--- src/rtl/led_drv_pkg.sv ---
package led_drv_pkg;

    typedef enum logic [2:0] {
        FN_OFF     = 3'b000,
        FN_COL     = 3'b001,
        FN_NCOL    = 3'b010,
        FN_LINK10  = 3'b011,
        FN_LINK100 = 3'b100,
        FN_LINKANY = 3'b101,
        FN_AUTO    = 3'b110,
        FN_TX      = 3'b111
    } led_func_e;

    typedef enum logic {
        SX_IDLE = 1'b0,
        SX_HOLD = 1'b1
    } stretch_state_e;

    localparam int unsigned NUM_SRC  = 3;
    localparam int unsigned SRC_COL  = 0;
    localparam int unsigned SRC_TX   = 1;
    localparam int unsigned SRC_RX   = 2;

endpackage

--- src/rtl/act_stretch.sv ---
module act_stretch
    import led_drv_pkg::*;
#(
    parameter int unsigned CNT_W = 8
) (
    input  logic             clk,
    input  logic             rst_n,
    input  logic             pulse_i,
    input  logic [CNT_W-1:0] len_i,
    output logic             active_o
);

    stretch_state_e   state_q, state_d;
    logic [CNT_W-1:0] cnt_q, cnt_d;

    // next-state: arm, retrigger, expire
    always_comb begin
        state_d = state_q;
        cnt_d   = cnt_q;
        unique case (state_q)
            SX_IDLE: begin
                if (pulse_i) begin
                    state_d = SX_HOLD;
                    cnt_d   = len_i;
                end
            end
            SX_HOLD: begin
                if (pulse_i) begin
                    cnt_d = len_i;
                end else if (cnt_q == '0) begin
                    state_d = SX_IDLE;
                end else begin
                    cnt_d = cnt_q - 1'b1;
                end
            end
            default: state_d = SX_IDLE;
        endcase
    end

    always_ff @(posedge clk or negedge rst_n) begin
        if (!rst_n) begin
            state_q <= SX_IDLE;
            cnt_q   <= '0;
        end else begin
            state_q <= state_d;
            cnt_q   <= cnt_d;
        end
    end

    always_comb begin
        active_o = (state_q == SX_HOLD);
    end

    assert_reload_R7: assert property (@(posedge clk) disable iff (!rst_n)
        pulse_i |=> (state_q == SX_HOLD) && (cnt_q == $past(len_i)));

    assert_expire_R7: assert property (@(posedge clk) disable iff (!rst_n)
        (state_q == SX_HOLD && cnt_q == '0 && !pulse_i) |=> (state_q == SX_IDLE));

    assert_idle_stays_R7: assert property (@(posedge clk) disable iff (!rst_n)
        (state_q == SX_IDLE && !pulse_i) |=> (state_q == SX_IDLE));

endmodule

--- src/rtl/led_lane.sv ---
module led_lane
    import led_drv_pkg::*;
(
    input  logic       clk,
    input  logic       rst_n,
    input  logic [2:0] func_i,
    input  logic       rx_add_i,
    input  logic       col_act_i,
    input  logic       tx_act_i,
    input  logic       rx_act_i,
    input  logic       link10_i,
    input  logic       link100_i,
    output logic       led_o
);

    led_func_e func;
    logic      any_link;
    logic      base_d;
    logic      led_d;

    always_comb begin
        func     = led_func_e'(func_i);
        any_link = link10_i | link100_i;
        unique case (func)
            FN_OFF:     base_d = 1'b0;
            FN_COL:     base_d = col_act_i;
            FN_NCOL:    base_d = ~col_act_i;
            FN_LINK10:  base_d = link10_i;
            FN_LINK100: base_d = link100_i;
            FN_LINKANY: base_d = any_link;
            FN_AUTO:    base_d = any_link & ~(tx_act_i | rx_act_i);
            FN_TX:      base_d = tx_act_i;
            default:    base_d = 1'b0;
        endcase
        led_d = base_d | (rx_add_i & rx_act_i);
    end

    always_ff @(posedge clk or negedge rst_n) begin
        if (!rst_n) led_o <= 1'b0;
        else        led_o <= led_d;
    end

    assert_off_dark_R2: assert property (@(posedge clk) disable iff (!rst_n)
        (func_i == 3'b000 && !rx_add_i) |=> !led_o);

    assert_tx_follow_R6: assert property (@(posedge clk) disable iff (!rst_n)
        (func_i == 3'b111 && !rx_add_i) |=> (led_o == $past(tx_act_i)));

    assert_rx_add_R8: assert property (@(posedge clk) disable iff (!rst_n)
        (rx_add_i && rx_act_i) |=> led_o);

endmodule

--- src/rtl/led_status_driver.sv ---
module led_status_driver
    import led_drv_pkg::*;
#(
    parameter int unsigned CNT_W = 8
) (
    input  logic             clk,
    input  logic             rst_n,
    input  logic [7:0]       led_ctrl_a,
    input  logic [7:0]       led_ctrl_b,
    input  logic [CNT_W-1:0] stretch_len,
    input  logic             col_pulse,
    input  logic             tx_pulse,
    input  logic             rx_pulse,
    input  logic             link10,
    input  logic             link100,
    output logic [2:0]       led_out
);

    localparam int unsigned NUM_LEDS = 3;

    logic [NUM_SRC-1:0]  src_pulse;
    logic [NUM_SRC-1:0]  src_act;
    logic [2:0]          lane_func [NUM_LEDS];
    logic [NUM_LEDS-1:0] lane_rx_add;
    logic                unused_ctrl_bits;

    always_comb begin
        src_pulse[SRC_COL] = col_pulse;
        src_pulse[SRC_TX]  = tx_pulse;
        src_pulse[SRC_RX]  = rx_pulse;
        lane_func[0]       = led_ctrl_a[2:0];
        lane_func[1]       = led_ctrl_a[5:3];
        lane_func[2]       = led_ctrl_b[2:0];
        lane_rx_add        = {led_ctrl_b[6], led_ctrl_a[7], led_ctrl_a[6]};
        unused_ctrl_bits   = ^{led_ctrl_b[7], led_ctrl_b[5:3]};
    end

    for (genvar s = 0; s < NUM_SRC; s++) begin : g_src
        act_stretch #(.CNT_W(CNT_W)) u_stretch (
            .clk      (clk),
            .rst_n    (rst_n),
            .pulse_i  (src_pulse[s]),
            .len_i    (stretch_len),
            .active_o (src_act[s])
        );
    end

    for (genvar n = 0; n < NUM_LEDS; n++) begin : g_lane
        led_lane u_lane (
            .clk       (clk),
            .rst_n     (rst_n),
            .func_i    (lane_func[n]),
            .rx_add_i  (lane_rx_add[n]),
            .col_act_i (src_act[SRC_COL]),
            .tx_act_i  (src_act[SRC_TX]),
            .rx_act_i  (src_act[SRC_RX]),
            .link10_i  (link10),
            .link100_i (link100),
            .led_o     (led_out[n])
        );
    end

    assert_link_level_R4: assert property (@(posedge clk) disable iff (!rst_n)
        (led_ctrl_a[2:0] == 3'b011 && !led_ctrl_a[6]) |=> (led_out[0] == $past(link10)));

endmodule

--- config.mk ---
export PLATFORM = sky130hd
export DESIGN_NAME = led_status_driver
export DESIGN_NICKNAME = d
export VERILOG_FILES = /design/src/rtl/led_drv_pkg.sv /design/src/rtl/act_stretch.sv /design/src/rtl/led_lane.sv /design/src/rtl/led_status_driver.sv
export SDC_FILE = /design/constraint.sdc
export NUM_CORES = 1
export LEC_CHECK = 0
export CORE_AREA = 2 2 64 66
export CTS_CLUSTER_SIZE = 20
export DETAILED_ROUTE_END_ITERATION = 8
export DIE_AREA = 0 0 66 68
export PLACE_DENSITY = 0.77
export SLEW_MARGIN = 20
export SYNTH_ARGS = -nofsm -noshare
export SYNTH_HDL_FRONTEND = slang
export SYNTH_SLANG_ARGS = --single-unit
--- constraint.sdc ---
create_clock -name clk -period 1.9 [get_ports clk]
set_input_delay 0.475 -clock clk [delete_from_list [all_inputs] [get_ports clk]]
set_output_delay 0.475 -clock clk [all_outputs]
set_load 0.01 [all_outputs]
==> After elaboration in Yosys (flattened, before gate mapping) <==
Index checks and enable logic that the tools add are counted.
Widths: inputs -> output; s select.
{ "word_totals": {"ramBits": 0, "wordCells": 88, "input_bits": 31, "output_inout_bits": 3, "latch_bits": 0, "regBits": 30, "n_memories": 0, "romBits": 0} }
{ "classes": {"bitwise": 13, "eq_ne": 27, "addsub": 3, "reduce_logical": 9, "n_shift": 0, "n_mul": 0, "mux": 27, "n_div": 0, "order_cmp": 0} }
{ "op_table": {"columns": ["op", "n"], "rows": [
  ["$mux 8", 9],
  ["$pmux 8 s2", 3],
  ["$eq 3x3->1 const B", 12],
  ["$logic_not 8->1", 3],
  ["$pmux 1 s8", 3],
  ["$sub 8x1->8 const B", 3],
  ["$eq 3x2->1 const B", 6],
  ["$eq 3x1->1 const B", 3],
  ["$logic_not 3->1", 3],
  ["$mux 1", 9],
  ["$ne 3x3->1 const B", 3],
  ["$ne 2x2->1 const B", 3],
  ["$pmux 1 s2", 3],
  ["$reduce_and 2->1", 3],
  ["$or 1x1->1", 5],
  ["$and 1x1->1", 4],
  ["$not 1->1", 4]
]} }

==> Logic depth before layout (Yosys ltp) <==
Gate-level depths: netlist of the first run.
{ "depth": {"word_depth": 5, "depth_mapped": 6, "mapped_depth_nobuf": 6} }

==> By module <==
A second synthesis of the first run with hierarchy kept.
{ "unflattened": {"hier_cells": 216, "area_unflattened_um2": 2011.9} }
{ "modules_own_cells": {"columns": ["mod", "n_inst", "cells_per_inst", "seq_area_each_um2", "area_each_um2"], "rows": [
  ["act_stretch at g_src[1].u_stretch ...", 2, 59, 225.2, 551.8],
  ["act_stretch at g_src[0].u_stretch", 1, 62, 225.2, 604.3],
  ["led_lane", 3, 12, 25.0, 101.3]
]} }

==> Least setup slack after synthesis of the first run <==
Ideal clock, no wire load.
{ "synth_timing": {"path_kind": "register -> register", "from": "register g_src[2].u_stretch.cnt_q[0]", "to": "register g_src[2].u_stretch.cnt_q[1]", "period_less_slack_ns": 1.691, "n_path_buf": 0, "path_slack_ns": 0.209, "path_stages_with_launch": 7, "arrival_ns": 1.566, "required_ns": 1.775, "setup_ns": 0.125, "cell_sequence": "dfrtp_1 > inv_1 > ha_1 > nor3b_1 > a21bo_2 > mux2i_1 > mux2_2"} }
{ "synth_via": {"elab_chain_cells": 4, "elab_cells_between_ends": 7, "cone_classes": "add/sub (1); eq/ne (1); mux (3); reduce/logical (2)"} }
{ "synth_lines": {"columns": ["element", "line_no", "text"], "rows": [
  ["start, declared", "act_stretch.sv:14", "logic [CNT_W-1:0] cnt_q, cnt_d;"],
  ["start signal, assigned", "act_stretch.sv:46", "cnt_q <= cnt_d;"],
  ["$sub 8x1->8", "act_stretch.sv:33", "cnt_d = cnt_q - 1'b1;"],
  ["$mux 8", "act_stretch.sv:30", "end else if (cnt_q == '0) begin"],
  ["$mux 8", "act_stretch.sv:28", "if (pulse_i) begin"],
  ["$pmux 8 s2", "act_stretch.sv:20", "unique case (state_q)"]
]} }
Parallel ways exist; a longest one is shown, timed or not. The select of a mux whose other input is x is not followed.
A chain may end at the register's enable or synchronous reset.

==> Worst setup path in the final report of the first run <==
{ "layout_timing": {"from": "register g_src[1].u_stretch.cnt_q[0]", "to": "register g_src[1].u_stretch.cnt_q[4]"} }
{ "layout_via": {"elab_chain_cells": 4, "elab_cells_between_ends": 7, "cone_classes": "add/sub (1); eq/ne (1); mux (3); reduce/logical (2)"} }
{ "layout_lines": {"columns": ["element", "line_no"], "rows": [
  ["start, declared", "act_stretch.sv:14"],
  ["start signal, assigned", "act_stretch.sv:46"],
  ["$sub 8x1->8", "act_stretch.sv:33"],
  ["$mux 8", "act_stretch.sv:30"],
  ["$mux 8", "act_stretch.sv:28"],
  ["$pmux 8 s2", "act_stretch.sv:20"]
]} }
Parallel ways exist; a longest one is shown, timed or not. The select of a mux whose other input is x is not followed.

==> flow_metrics.py, run 1 <==
metrics = {
    "outcome": {
        "outcome": "complete, no violations",
    },
    "sta": {
        "clock.fmax_ghz": 0.566,
        "hold_violations": 0,
        "skew_ps": 4.22,
        "min_period_over_period_pct": 93.0,
        "finalCriticalPeriod_ps": 1770,
        "slew_violations": 0,
        "maxSlewHeadroom_pct": 69.7,
        "fin_hold_ws_ps": 569,
        "worst_pin_slew_ps": 448,
        "finalSetupTns_ps": 0,
        "setup_violations": 0,
        "rsz0062_at_grt": "no",
    },
    "drt": {
        "ant_nets": 0,
        "first_pass_iters": 4,
        "drc": 0,
        "routed_via_density": 5.50,
        "drtIter0Drc": 106,
        "finalWirelength_microns": 4330,
        "via_count": 1716,
        "wl_per_cell_microns": 13.9,
    },
    "global_route": {
        "antenna_found_initial": 0,
        "grt_pass1_wl_microns": 7090,
        "grtUsageTotal_pct": 21.0,
        "grt_pass1_vias": 1569,
        "grt_overflow": 0,
        "grt_max_degree": 31,
    },
    "cts": {
        "clk_path_buf_depth": 2,
        "cts_tree": "yes",
        "cts_buffers": 5,
        "cts-root-buf": "clkbuf_8",
        "path_clk_slew_ps": 60,
        "worstSkewPairLatency_ps": 280,
        "htree_levels": 2,
        "ctsHoldBuffers": 0,
        "clock_sink_count": 30,
    },
    "worst_setup_path": {
        "critPathMaxFanout": 3,
        "slowest_stage": "or3b_2",
        "crit_type": "reg2reg",
        "cp_cell_sequence": "inv_1, ha_1, nor3b_1, nand2_1, or3b_2, a21oi_1",
        "critical_path_required_ps": 2110,
        "critPathMaxStageDelay_ps": 450,
        "critPathBufInv": 1,
        "critPathArrivalTime_ps": 1980,
        "cpLargestDelayFamily": "simple AND/OR/NAND/NOR gates",
        "start_kind": "register",
        "endpoint_kind": "register",
    },
    "power_and_ir_drop": {
        "power_frac_clock_pct": 30.1,
        "switching_share_pct": 30.4,
        "comb_power_share_pct": 25.0,
        "p_leak_nw": 1.03,
        "p_per_area_nw_per_um2": 735,
        "vdd_drop_max_v": 0.000483,
        "p_sw_mw": 0.539,
        "internal_power_mw": 1.24,
        "pwr-share-seq_pct": 44.9,
    },
    "die": {
        "die_y_microns": 68,
        "num_io_pins": 34,
        "row_count": 23,
        "dieArea_sq_um": 4490,
        "start_util_pct": 49.7,
        "die_w_microns": 66,
        "coreArea_sq_um": 3860,
    },
    "finish": {
        "drive_gt1_share_pct": 12.6,
        "fillers": 355,
        "nNetsFinal": 298,
        "multi_input_area_sq_um": 1070,
        "areaGrowthSynthToFinish_pct": 26.1,
        "final_core_util_pct": 62.7,
        "antenna_cells": 0,
        "regArea_sq_um": 751,
    },
    "run": {
        "maxCapViolations": 0,
    },
    "logic_synthesis": {
        "postSynthCellCount": 222,
        "synth_edf_count": 0,
        "synth_seq_cells": 30,
        "synth.avg_cell_area_sq_um": 8.63,
        "synth_fp_nets": 259,
        "synth-async-reset-ratio_pct": 100,
        "yosysUniqueCellTypes": 47,
        "seq_area_frac_synth_pct": 39.2,
        "yosysWarnings": 0,
        "synthFlopType": "dfrtp_1",
        "syn_area_sq_um": 1920,
    },
    "place": {
        "dpl.hpwl_microns": 3260,
        "io_buffers": 29,
        "place.gp.congestion": 0.824,
    },
    "min_path": {
        "min_path_type": "reg2reg",
    },
}
-- layout make-up --
type                       count  area share (%)
clock buffer                   7            3.57
clock inverter                 1           0.207
inverter                      12            1.86
multi-input combinational    169            44.4
sequential                    30            31.1
tap                           50            2.59
timing repair buffer          43            16.4
-- stage by stage --
stage,instances,power [mW],area [sq um],setup slack [ps]
finish,312,1.78,2420,132
floorplan,222,1.07,1920,209
detailed placement,304,1.25,2320,147
global placement,304,1.23,2320,161
global route,312,1.88,2420,9.83
CTS,312,1.78,2410,122
-- cell usage after synthesis (2+ instances only) --
master / number / share of area, %
dfrtp_1: 30 / 39
nand2_1: 28 / 5.5
nor2_1: 20 / 3.9
a21oi_1: 18 / 4.7
o21ai_0: 14 / 3.7
inv_1: 12 / 2.3
a31oi_1: 8 / 2.6
nand2b_1: 7 / 2.3
ha_1: 6 / 3.9
clkbuf_1: 5 / 0.98
nor3b_1: 5 / 2.0
mux2i_1: 4 / 2.1
nand3_1: 4 / 1.0
nor2b_1: 4 / 1.3
nor3_1: 4 / 1.0
nor4_1: 4 / 1.3
buf_4: 3 / 1.2
mux2_2: 3 / 1.8
o211a_1: 3 / 1.6
o221ai_1: 3 / 1.4
xnor2_1: 3 / 1.4
a221o_1: 2 / 1.0
clkbuf_2: 2 / 0.52
o21a_1: 2 / 0.78
o21ai_1: 2 / 0.52
o311ai_0: 2 / 0.91
o31a_1: 2 / 0.91
or3b_2: 2 / 0.91
or4_1: 2 / 0.78
-- placed cells by master (no fill, tap or decap), types with 3 or more instances in the layout --
cell | netlist | routed
o221ai_1 | 3 | 3
o21ai_0 | 14 | 14
nor2b_1 | 4 | 4
a21oi_1 | 18 | 18
ha_1 | 6 | 6
inv_1 | 12 | 12
clkbuf_8 | 0 | 6
mux2i_1 | 4 | 4
clkdlybuf4s50_1 | 0 | 29
mux2_2 | 3 | 3
a31oi_1 | 8 | 8
nor2_1 | 20 | 20
xnor2_1 | 3 | 3
nand3_1 | 4 | 4
nor3b_1 | 5 | 5
buf_4 | 3 | 14
nor4_1 | 4 | 4
nand2_1 | 28 | 28
dfrtp_1 | 30 | 30
o211a_1 | 3 | 3
nand2b_1 | 7 | 7
nor3_1 | 4 | 4
-- power groups by stage --
stage / Sequential, mW / Clock, mW / Combinational, mW
6_report: 0.796 / 0.535 / 0.445
5_1_grt: 0.808 / 0.577 / 0.496
3_5_place_dp: 0.803 / 0 / 0.445
4_1_cts: 0.794 / 0.544 / 0.446
3_3_place_gp: 0.801 / 0 / 0.427
2_1_floorplan: 0.780 / 0 / 0.291
-- worst reg2reg max path, stage by stage, from the launching register on --
cell	delay, ps
dfrtp_1	410
inv_1	120
ha_1	190
nor3b_1	290
nand2_1	110
or3b_2	450
a21oi_1	130
-- per-layer routing --
layer	up-vias	routed length [microns]	track usage, %
met1	792	2060	27.9
met2	39	2020	34.5
li1	877	-	-
met3	8	189	5.10
met4	0	63	6.12
met5	-	0	0
-- path summary, 6_finish.rpt --
kind | startpoint | endpoint | slack [ps] | cells after the start
max | g_src[1].u_stretch.cnt_q[0] | g_src[1].u_stretch.cnt_q[4] | 130 | 6
min | g_src[0].u_stretch.cnt_q[1] | g_src[0].u_stretch.cnt_q[1] | 570 | 2
max reg2reg | g_src[1].u_stretch.cnt_q[0] | g_src[1].u_stretch.cnt_q[4] | 130 | 6
min reg2reg | g_src[0].u_stretch.cnt_q[1] | g_src[0].u_stretch.cnt_q[1] | 570 | 2
max in group asynchronous | rst_n | g_src[0].u_stretch.cnt_q[2] | 1020 | 2
min in group asynchronous | rst_n | g_src[2].u_stretch.cnt_q[6] | 590 | 2
-- flip-flops by register name, indices dropped and copies added (netlist names) --
signal / count
g_lane.u_lane.led_o: 3
g_src.u_stretch.active_o: 3
g_src.u_stretch.cnt_q: 24
-- repair_timing --
item                                    4_1_cts  5_1_grt
setup buffers                                 0        0
gates resized for setup                       0        1
endpoints found under the setup margin        0        1
-- logic make-up after synthesis --
group,after synthesis,share of synthesized area (%)
and+or+nand+nor,89,24.9
AOI/OAI and AO/OA,63,21.1
DFF,30,39.2
buffers and inverters,23,5.29
muxes,7,3.85
adders and majority gates,6,3.92
xor gates and xnor gates,4,1.83
(Power assumes the default switching activity.)
==> run 2: changes to the inputs <==
- CORE_AREA: 2 2 64 66 -> 2 2 73 75
- DIE_AREA: 0 0 66 68 -> 0 0 75 77
- PLACE_DENSITY: 0.77 -> default
==> flow_metrics.py, run 2 (same netlist as run 1, synthesis figures left out) <==
metrics = {
    "worst_setup_path": {
        "rrSetupSlack_ps": 180,
        "reg2reg_from": "g_src[1].u_stretch.cnt_q[0]",
        "endpoint": "g_src[1].u_stretch.cnt_q[4]",
        "endpoint_kind": "register",
        "crit_type": "reg2reg",
        "r2r-end": "g_src[1].u_stretch.cnt_q[4]",
        "rr_worst_depth": 6,
        "critPathMaxFanout": 3,
        "start_kind": "register",
        "critPathArrivalTime_ps": 1930,
        "critical_path_required_ps": 2110,
        "startpoint": "g_src[1].u_stretch.cnt_q[0]",
    },
    "sta": {
        "clock.fmax_ghz": 0.582,
        "finalCriticalPeriod_ps": 1720,
        "setup_violations": 0,
        "hold_violations": 0,
        "skew_ps": 12.6,
        "slew_violations": 0,
        "rsz0062_at_grt": "no",
        "maxSlewHeadroom_pct": 72.5,
        "min_period_over_period_pct": 90.4,
        "setup_ws_ps": 183,
        "worst_pin_slew_ps": 411,
        "finalSetupTns_ps": 0,
    },
    "cts": {
        "cts_buffers": 5,
        "path_clk_slew_ps": 80,
        "post_cts_buffers": 0,
        "cts-root-buf": "clkbuf_8",
        "cts_tree": "yes",
        "worstSkewPairLatency_ps": 290,
        "clk_path_buf_depth": 2,
        "ctsHoldBuffers": 0,
        "htree_levels": 2,
        "clock_sink_count": 30,
    },
    "drt": {
        "drtIter0Drc": 59,
        "ant_nets": 0,
        "first_pass_iters": 4,
        "via_count": 1689,
        "finalWirelength_microns": 4450,
        "routed_via_density": 5.09,
        "drc": 0,
        "wl_per_cell_microns": 13.4,
    },
    "global_route": {
        "grt_pass1_vias": 1648,
        "grt_overflow": 0,
        "antenna_found_initial": 0,
        "grtUsageTotal_pct": 16.7,
        "grt_max_degree": 31,
        "grt_pass1_wl_microns": 7420,
    },
    "die": {
        "dieArea_sq_um": 5780,
        "die_y_microns": 77,
        "coreArea_sq_um": 4980,
        "start_util_pct": 38.5,
        "row_count": 26,
        "num_io_pins": 34,
        "die_w_microns": 75,
    },
    "finish": {
        "final_area_sq_um": 2490,
        "stdcell_count": 332,
        "antenna_cells": 0,
        "top_register": "g_src.u_stretch.cnt_q",
        "nNetsFinal": 298,
        "drive_gt1_share_pct": 13.0,
        "largest_register_ffs": 24,
        "final_core_util_pct": 50.1,
        "areaGrowthSynthToFinish_pct": 30.0,
        "mostFrequentLayoutCells": "30 x dfrtp_1, 29 x clkdlybuf4s50_1, 28 x nand2_1, 20 x nor2_1, 18 x a21oi_1",
        "final_common_cell": "dfrtp_1",
    },
    "min_path": {
        "min_path_type": "in2async",
    },
    "power_and_ir_drop": {
        "p_leak_nw": 1.05,
        "vdd_drop_max_v": 0.000472,
        "p_per_area_nw_per_um2": 828,
    },
    "place": {
        "io_buffers": 29,
        "place.gp.congestion": 0.781,
        "postPlaceCellArea_sq_um": 2340,
        "dpl.hpwl_microns": 3320,
        "pre_cts_ws_ps": 98.0,
        "dp.cells": 324,
    },
    "run": {
        "maxCapViolations": 0,
    },
    "outcome": {
        "outcome": "complete, no violations",
    },
}
[run 2: how the worst min path moves through the flow]
stage	to	depth (start not counted)	slack, ps
after floorplan	g_lane[0].u_lane.led_o	0	180
after global placement	g_src[0].u_stretch.cnt_q[1]	2	560
after detailed placement	g_src[0].u_stretch.cnt_q[1]	2	560
after CTS	g_src[1].u_stretch.cnt_q[3]	2	570
after global routing	g_src[0].u_stretch.cnt_q[7]	2	600
final	g_src[2].u_stretch.cnt_q[1]	2	570
[run 2: report_power, final]
part / internal (mW) / switching [mW] / leakage [nW] / total [mW]
Combinational: 0.232 / 0.212 / 0.634 / 0.445
Clock: 0.560 / 0.266 / 0.0714 / 0.826
Sequential: 0.714 / 0.0775 / 0.342 / 0.792
[run 2: repair_timing]
item                                    CTS  global route
hold endpoints to repair                  0             0
endpoints found under the setup margin    0             1
resized for setup                         0             1
[run 2: layout make-up]
cell class / count / area (sq um)
Sequential cell: 30 / 751
Fill cell: 499 / 2490
Inverter: 12 / 45.0
Multi-Input combinational cell: 169 / 1070
Clock inverter: 2 / 60.1
Clock buffer: 6 / 82.6
Tap cell: 70 / 87.6
Timing Repair Buffer: 43 / 395
[run 2: worst max-delay path, cell delays in order (launching register included)]
cell and delay (ps):
dfrtp_1 390, inv_1 120, ha_1 170, nor3b_1 260, nand2_1 100, or3b_2 440
a21oi_1 150
[run 2: routing by layer]
layer / routed length (microns) / global-route usage, %
met1: 2150 / 21.8
met2: 2070 / 26.8
met3: 178 / 3.94
met4: 51 / 5.36
met5: 0 / 0
[run 2: metrics by stage]
| step | power, mW | hold WS (ps) |
|---|---|---|
| 3_3_place_gp | 1.24 | 559 |
| 2_1_floorplan | 1.07 | 179 |
| 4_1_cts | 2.09 | 575 |
| 5_1_grt | 2.17 | 601 |
| 3_5_place_dp | 1.25 | 563 |
| 6_report | 2.06 | 572 |
==> run 3: changes to the inputs <==
- CELL_PAD_IN_SITES_DETAIL_PLACEMENT: default -> 1
- CELL_PAD_IN_SITES_GLOBAL_PLACEMENT: default -> 2
- CORE_AREA: 2 2 73 75 -> 2 2 82 84
- DIE_AREA: 0 0 75 77 -> 0 0 84 86
- PLACE_DENSITY_LB_ADDON: default -> 0.1
==> flow_metrics.py, run 3 (same netlist as run 1, synthesis figures left out) <==
metrics = {
    "drt": {
        "routed_via_density": 5.19,
        "via_count": 1776,
        "wl_per_cell_microns": 15.3,
        "first_pass_iters": 4,
        "finalWirelength_microns": 5220,
        "ant_nets": 0,
        "drc": 0,
        "drtIter0Drc": 60,
    },
    "worst_setup_path": {
        "endpoint_kind": "register",
        "reg2reg_from": "g_src[0].u_stretch.cnt_q[0]",
        "crit_type": "reg2reg",
        "critPathMaxStageDelay_ps": 440,
        "worst-path-stages": 7,
        "cp_cell_sequence": "inv_1, ha_1, nor4b_2, buf_4, nand2_1, or3b_2, a2bb2oi_1",
        "critPathArrivalTime_ps": 1990,
        "rr_worst_depth": 7,
        "critPathBufInv": 2,
        "cpLargestDelayFamily": "simple AND/OR/NAND/NOR gates",
        "start_kind": "register",
        "critPathMaxFanout": 4,
        "slowest_stage": "or3b_2",
        "startpoint": "g_src[0].u_stretch.cnt_q[0]",
        "critical_path_required_ps": 2100,
    },
    "die": {
        "die_w_microns": 84,
        "dieArea_sq_um": 7220,
        "start_util_pct": 30.5,
        "die_y_microns": 86,
        "row_count": 29,
        "num_io_pins": 34,
        "coreArea_sq_um": 6280,
    },
    "sta": {
        "hold_violations": 0,
        "clock.fmax_ghz": 0.560,
        "skew_ps": 10.3,
        "finalCriticalPeriod_ps": 1790,
        "finalSetupTns_ps": 0,
        "slew_violations": 0,
        "setup_violations": 0,
        "min_period_over_period_pct": 94.0,
        "worst_pin_slew_ps": 413,
        "setup_ws_ps": 114,
        "maxSlewHeadroom_pct": 72.4,
        "rsz0062_at_grt": "no",
        "fin_hold_ws_ps": 555,
    },
    "place": {
        "place.gp.congestion": 0.753,
        "dpl.hpwl_microns": 4110,
        "io_buffers": 29,
        "pre_cts_ws_ps": 131,
    },
    "power_and_ir_drop": {
        "p_per_area_nw_per_um2": 771,
        "vdd_drop_max_v": 0.000423,
        "p_leak_nw": 1.05,
    },
    "global_route": {
        "antenna_found_initial": 0,
        "met1_usage_pct": 20.4,
        "grtUsageTotal_pct": 15.6,
        "grt_pass1_wl_microns": 8850,
        "grt_overflow": 0,
        "grt_pass1_vias": 1825,
        "grt_max_degree": 31,
        "global_route.peak_usage_layer": "met2",
        "met2_usage_pct": 26.3,
        "grt_use_met3_pct": 2.98,
    },
    "cts": {
        "cts_buffers": 5,
        "path_clk_slew_ps": 70,
        "htree_levels": 2,
        "cts_tree": "yes",
        "ctsHoldBuffers": 0,
        "worstSkewPairLatency_ps": 280,
        "cts-root-buf": "clkbuf_8",
        "clk_path_buf_depth": 2,
        "clock_sink_count": 30,
    },
    "finish": {
        "areaGrowthSynthToFinish_pct": 30.5,
        "largest_register_ffs": 24,
        "final_core_util_pct": 39.8,
        "drive_gt1_share_pct": 14.0,
        "final_common_cell": "dfrtp_1",
        "nNetsFinal": 302,
        "top_register": "g_src.u_stretch.cnt_q",
        "fillers": 745,
        "mostFrequentLayoutCells": "30 x dfrtp_1, 29 x clkdlybuf4s50_1, 28 x nand2_1, 20 x nor2_1",
        "antenna_cells": 0,
    },
    "min_path": {
        "min_path_type": "reg2reg",
        "min_path_cells": 2,
        "hold_start": "g_src[0].u_stretch.cnt_q[1]",
    },
    "run": {
        "maxCapViolations": 0,
    },
    "outcome": {
        "outcome": "complete, no violations",
    },
}
==> run 3: changes by cell type in the layout (fill, tap and decap cells not counted), sizes merged <==
cell / change
buf: +4
bufinv: -1
==> run 3: per-layer routing <==
| layer | vias up | share of wire, % | routed length (microns) |
|---|---|---|---|
| met3 | 5 | 1.9 | 101 |
| met5 | - | 0 | 0 |
| li1 | 879 | - | - |
| met4 | 0 | 0.84 | 44 |
| met1 | 877 | 48 | 2520 |
| met2 | 15 | 49 | 2560 |
==> run 3: area by class of cell <==
| cell class | instances | area, sq um | area share [%] |
|---|---|---|---|
| well taps | 77 | 96.3 | 3.85 |
| multi-input cells | 169 | 1070 | 42.8 |
| repair buffers | 47 | 425 | 17.0 |
| clock buffers | 6 | 82.6 | 3.30 |
| flip-flops and latches | 30 | 751 | 30.0 |
| clock inverters | 1 | 30.0 | 1.20 |
| inverters | 12 | 45.0 | 1.80 |
==> run 3: worst paths after layout <==
| path | end | slack (ps) |
|---|---|---|
| max | g_src[0].u_stretch.cnt_q[3] | 110 |
| min | g_src[0].u_stretch.cnt_q[1] | 560 |
| max reg2reg | g_src[0].u_stretch.cnt_q[3] | 110 |
| min reg2reg | g_src[0].u_stretch.cnt_q[1] | 560 |
| max in group asynchronous | g_src[1].u_stretch.cnt_q[3] | 1000 |
| min in group asynchronous | g_lane[2].u_lane.led_o | 590 |
==> run 3: repair_timing <==
action | in CTS | in global routing
resized for setup | 0 | 1
setup endpoints to repair | 0 | 4
buffers inserted | 0 | 0
==> run 3: worst reg2reg max path, delay by kind of cell (launching register included) <==
family | cells | cell delay (ps)
buffers and inverters | 2 | 240
flip-flops | 1 | 410
adder cells (fa/ha/maj) | 1 | 230
AND/OR/NAND/NOR | 3 | 680
AO/OA/AOI/OAI | 1 | 160
==> run 3: power by group <==
part           leakage (nW)  switching (mW)  total [mW]  internal (mW)
clock                0.0573           0.256       0.675          0.420
combinational         0.651           0.222       0.457          0.235
sequential            0.342          0.0815       0.795          0.714
total                  1.05           0.559        1.93           1.37
==> run 3: stage by stage <==
step	instances	instance area [sq um]	power (mW)
global route	342	2500	2.06
finish	342	2500	1.93
floorplan	222	1920	1.07
global placement	335	2380	1.26
detailed placement	335	2380	1.27
CTS	342	2490	1.96
